==> config.mk <==
export PLATFORM = sky130hd
export DESIGN_NAME = r15_writeback
export DESIGN_NICKNAME = d
export VERILOG_FILES = /design/src/rtl/r15_writeback.sv
export SDC_FILE = /design/constraint.sdc
export NUM_CORES = 1
export LEC_CHECK = 0
export BUFFER_PORTS_ARGS = -buffer_cell sky130_fd_sc_hd__buf_2
export CAP_MARGIN = 40
export CORE_ASPECT_RATIO = 1.5
export CORE_MARGIN = 4
export CORE_UTILIZATION = 41
export CTS_CLUSTER_DIAMETER = 40
export CTS_CLUSTER_SIZE = 20
export DETAILED_ROUTE_END_ITERATION = 16
export PLACE_DENSITY = 0.87
export SLEW_MARGIN = 40
export SYNTH_ARGS = -nofsm -noshare
export SYNTH_HDL_FRONTEND = slang
export SYNTH_SLANG_ARGS = --single-unit
==> constraint.sdc <==
create_clock -name clk -period 1.3 [get_ports clk]
set_input_delay 0.26 -clock clk [delete_from_list [all_inputs] [get_ports clk]]
set_output_delay 0.26 -clock clk [all_outputs]
set_load 0.02 [all_outputs]
==> src/rtl/r15_writeback.sv <==
module r15_writeback #(
  parameter int          IDX_W     = 4,
  parameter int          PC_IDX    = 15,
  parameter logic [1:0]  USER_MODE = 2'b00,
  parameter logic [1:0]  RST_MODE  = 2'b11
) (
  input  logic             clk,
  input  logic             rst_n,
  input  logic             op_valid,
  input  logic [IDX_W-1:0] op_dest,
  input  logic             op_set_status,
  input  logic             op_compare,
  input  logic [31:0]      alu_result,
  input  logic [3:0]       alu_nzcv,
  output logic             rf_we,
  output logic [IDX_W-1:0] rf_waddr,
  output logic [31:0]      rf_wdata,
  output logic [23:0]      pc_word,
  output logic [3:0]       nzcv,
  output logic             irq_off,
  output logic             fiq_off,
  output logic [1:0]       mode,
  output logic             flush
);
  localparam logic [IDX_W-1:0] PC_SEL = IDX_W'(PC_IDX);

  logic to_pc, pc_write, psr_from_res, flags_from_alu, privileged;

  assign to_pc          = op_valid && (op_dest == PC_SEL);
  assign pc_write       = to_pc && !op_compare;
  assign psr_from_res   = to_pc && op_set_status;
  assign flags_from_alu = op_valid && !to_pc && op_set_status;
  assign privileged     = (mode != USER_MODE);

  assign rf_we    = op_valid && !op_compare && (op_dest != PC_SEL);
  assign rf_waddr = op_dest;
  assign rf_wdata = alu_result;

  always_ff @(posedge clk) begin
    if (!rst_n) begin
      pc_word <= '0;
      nzcv    <= '0;
      irq_off <= 1'b1;
      fiq_off <= 1'b1;
      mode    <= RST_MODE;
      flush   <= 1'b0;
    end else begin
      flush <= pc_write;
      if (pc_write)
        pc_word <= alu_result[25:2];
      if (psr_from_res) begin
        nzcv <= alu_result[31:28];
        if (privileged) begin
          irq_off <= alu_result[27];
          fiq_off <= alu_result[26];
          mode    <= alu_result[1:0];
        end
      end else if (flags_from_alu) begin
        nzcv <= alu_nzcv;
      end
    end
  end
endmodule


Yosys cells after proc, flatten, opt, wreduce, memory -nomap -nowiden
Cells that the tools add are included.
{ "op_classes": {"eq_ne": 2, "mux": 2, "reduce_logical": 12} }
{ "ops": {"columns": ["op", "count"], "rows": [
  ["$mux W4", 2],
  ["$logic_and A1 B1 Y1", 7],
  ["$eq A4 B4 Y1 const B", 1],
  ["$ne A4 B4 Y1 const B", 1],
  ["$reduce_bool A2 Y1", 2],
  ["$logic_not A1 Y1", 2],
  ["$reduce_and A2 Y1", 1]
]} }
{ "totals": {"reg_bits": 33, "in_bits": 45, "out_inout_bits": 70, "wordCells": 22} }

Depth between registers and ports, before layout
{ "depth": {"depth_word": 7, "mapped_depth": 5, "ltp_nobuf": 3} }

Worst setup path after synthesis
Ideal clock, no wire load.
{ "synth_path": {"path_kind": "input -> output", "from": "in op_dest[3]", "to": "out rf_we", "arrival_ps": 895, "t_required_ps": 1040, "setup_slack_ps": 145, "path_stages": 3, "n_path_buf": 1, "path_cell_list": "and4_1 -> clkbuf_1 -> nor2_1"} }
{ "synth_between": {"elab_chain_len": 2} }
{ "synth_lines": {"columns": ["item", "line_no", "text"], "rows": [
  ["start, declared", "10", "input logic [IDX_W-1:0] op_dest,"],
  ["$ne A4 B4 Y1", "35", "assign rf_we = op_valid && !op_compare && (op_dest != PC_SEL);"],
  ["$logic_and A1 B1 Y1", "35", null],
  ["end, declared", "15", "output logic rf_we,"]
]} }
No other way between the ends.

Worst setup path in the final report
Same ends and word-level chain as after synthesis.

==> impl_metrics.tcl <==
set metrics [dict create \
    post_cts_buffers 0 \
    area_growth_pct 27.7 \
    p_int_mw 1.58 \
    slew_headroom 0.819 \
    synth-async-reset-ratio 0 \
    rsz0062_at_grt "no" \
    ys_seq_area_frac 0.398 \
    diodes 0 \
    yosys.area_share.simple 0.202 \
    reg2reg_from "mode[1]" \
    die-area_um2 5150 \
    place.gp.congestion 0.717 \
    finalWorstPathRequiredPeriod_ns 1.18 \
    setup_tns_ns 0 \
    worstMarginPinSlew_ns 0.270 \
    synthDistinctLibCells 19 \
    power_frac_comb 0.164 \
    htreeDepth 2 \
    outcome "finished clean" \
    num_vias 1455 \
    grt_overflow 0 \
    hp-class "input pin to register" \
    core_um2 3920 \
    cts-root-buf "clkbuf_8" \
    syn_nets 235 \
    power.switching_mw 0.558 \
    worstSetupEndpointType "output pin" \
    crit_path_start "op_dest[3]" \
    cp_slowest_cell "and4_1" \
    synth_edf_count 0 \
    crit_chain "buf_2 > and4_1 > nor2_1 > buf_2" \
    synth_xor_area_frac 0 \
    post_cts_resized 0 \
    yosysMostFrequentCell "nand2_1" \
    cts_sinks 33 \
    ys_top_cells_by_area "dfxtp_1 (40%), buf_4 (16%), mux2i_1 (16%)" \
    grt_first_pass_wirelength_um 6170 \
    ys_ff_latch 33 \
    postRouteAntennaNets 0 \
    synth_top_family_by_area "buffers and inverters" \
    cpPeakStageDelay_ns 0.25 \
    skew_ns 0.00229 \
    rows 28 \
    yosysWarnings 0 \
    cp_max_fo 5 \
    p_clk_frac 0.352 \
    drt-pass1-iter-count 4 \
    antenna_found_initial 0 \
    critPathRequiredTime_ns 1.04 \
    io_buffers 114 \
    clk_pin_slew_ns 0.06 \
    grtUsageTotal 0.157 \
    initial_core_util 0.423 \
    place_area_um2 2030 \
    ys.flop_type "dfxtp_1" \
    setup_viol 0 \
    cts_buffers 5 \
    drt-initial-drc-count 14 \
    p_per_area_nw_per_um2 1010 \
    drive_gt1_frac 0.478 \
    via_per_inst 4.62 \
    route.detailed.drc 0 \
    yosys.area_share.adder 0 \
    min_period_over_period 0.907 \
    dp.final_hpwl_um 3050 \
    synthMuxAreaShare 0.157 \
    cap_viol_max_count 0 \
    post_drt_wl_per_cell_um 11.9 \
    p_seq_frac 0.483 \
    worstHoldStart "alu_result[13]" \
    wirelength_um 3750 \
    leakagePower_nw 1.04 \
    die_w_um 60.0 \
    synth_area_um2 1660 \
    grt_pass1_vias 1455 \
    final_cell_area_um2 2120 \
    crit_path_frequent_cell "buf_2" \
    critical_path_class "input pin to output pin" \
    cts_hold_buf 0 \
    final_nets 315 \
    peakVddDrop_mv 0.875 \
    io_pins 115 \
    syn_avg_cell_area_um2 8.74 \
    syn_inst 190 \
    die_y_um 85.9 \
    max_freq_mhz 848 \
    synth-compound-area-share 0.0407 \
    arrival_ns 0.92 \
    switching_share 0.261 \
    clockBufferDepth 2 \
    fin_util 0.540 \
    clk_latency_ns 0.28 \
    finalHoldViolCount 0 \
    yosysTopAreaCell "dfxtp_1" \
    critPathLaunchType "input pin" \
    drv_slew 0 \
    cts_tree "done" \
    grt_max_degree 47 \
    synth_common_cells "nand2_1 (57), buf_4 (36), dfxtp_1 (33)" \
    yosys.area.top_type_share 0.398 \
]
final timing paths:
kind / end / slack [ns] / cells past startpoint
setup / recovery: rf_we / 0.12 / 4
hold / removal: pc_word[11] / 0.23 / 3
hold reg to reg: pc_word[9] / 0.45 / 2
setup reg to reg: irq_off / 0.36 / 3
state kept, by name (all words and copies together), names as in the netlist:
name / count
fiq_off: 1
flush: 1
irq_off: 1
mode: 2
nzcv: 4
pc_word: 24
critical path, delay by kind of cell:
kind                   cells  cell delay, ns
buffers and inverters      2            0.29
and+or+nand+nor            2            0.36
cell usage in the layout (no fill, tap or decap), drive strengths merged, types with 2 or more instances in the layout:
cell type	Yosys	final
a31oi	6	6
mux2i	26	26
clkbuf	6	7
and2	2	2
buf	41	120
nor2b	4	4
nor3	3	3
nand2	57	57
nor2	3	3
o21ai	6	6
dfxtp	33	33
area by class of cell:
cell class	instances	area, µm²
Sequential cell	33	661
Multi-Input combinational cell	110	663
Fill cell	380	1800
Tap cell	45	56.3
Clock buffer	7	86.3
Timing Repair Buffer	120	653
cells by family after synthesis:
family,count (synthesis)
AO/OA/AOI/OAI,12
buffers and inverters,47
flip-flops,33
multiplexers,26
AND/OR/NAND/NOR,72
per-layer routing:
metal	track usage	wire, µm	up-vias
met5	0	0	-
li1	-	-	737
met3	0.0587	386	9
met1	0.147	1150	640
met4	0.0685	83	0
met2	0.288	2130	69
power by group through the flow:
| stage | logic [mW] | registers [mW] | clock network (mW) |
|---|---|---|---|
| 5_1_grt | 0.386 | 1.03 | 0.842 |
| 3_3_place_gp | 0.349 | 1.06 | 0 |
| 2_1_floorplan | 0.247 | 1.07 | 0 |
| 4_1_cts | 0.357 | 1.03 | 0.783 |
| 6_report | 0.352 | 1.03 | 0.754 |
| 3_5_place_dp | 0.356 | 1.06 | 0 |
metrics by stage:
step                setup slack (ns)  hold WS (ns)  power [mW]  cells
global placement               0.126         0.440        1.40    308
global route                  0.0705         0.223        2.26    315
CTS                            0.120         0.222        2.17    315
floorplan                      0.145         0.402        1.32    190
detailed placement             0.115         0.446        1.41    308
finish                         0.121         0.228        2.14    315
Note: power is estimated with default switching activity, not from simulation.
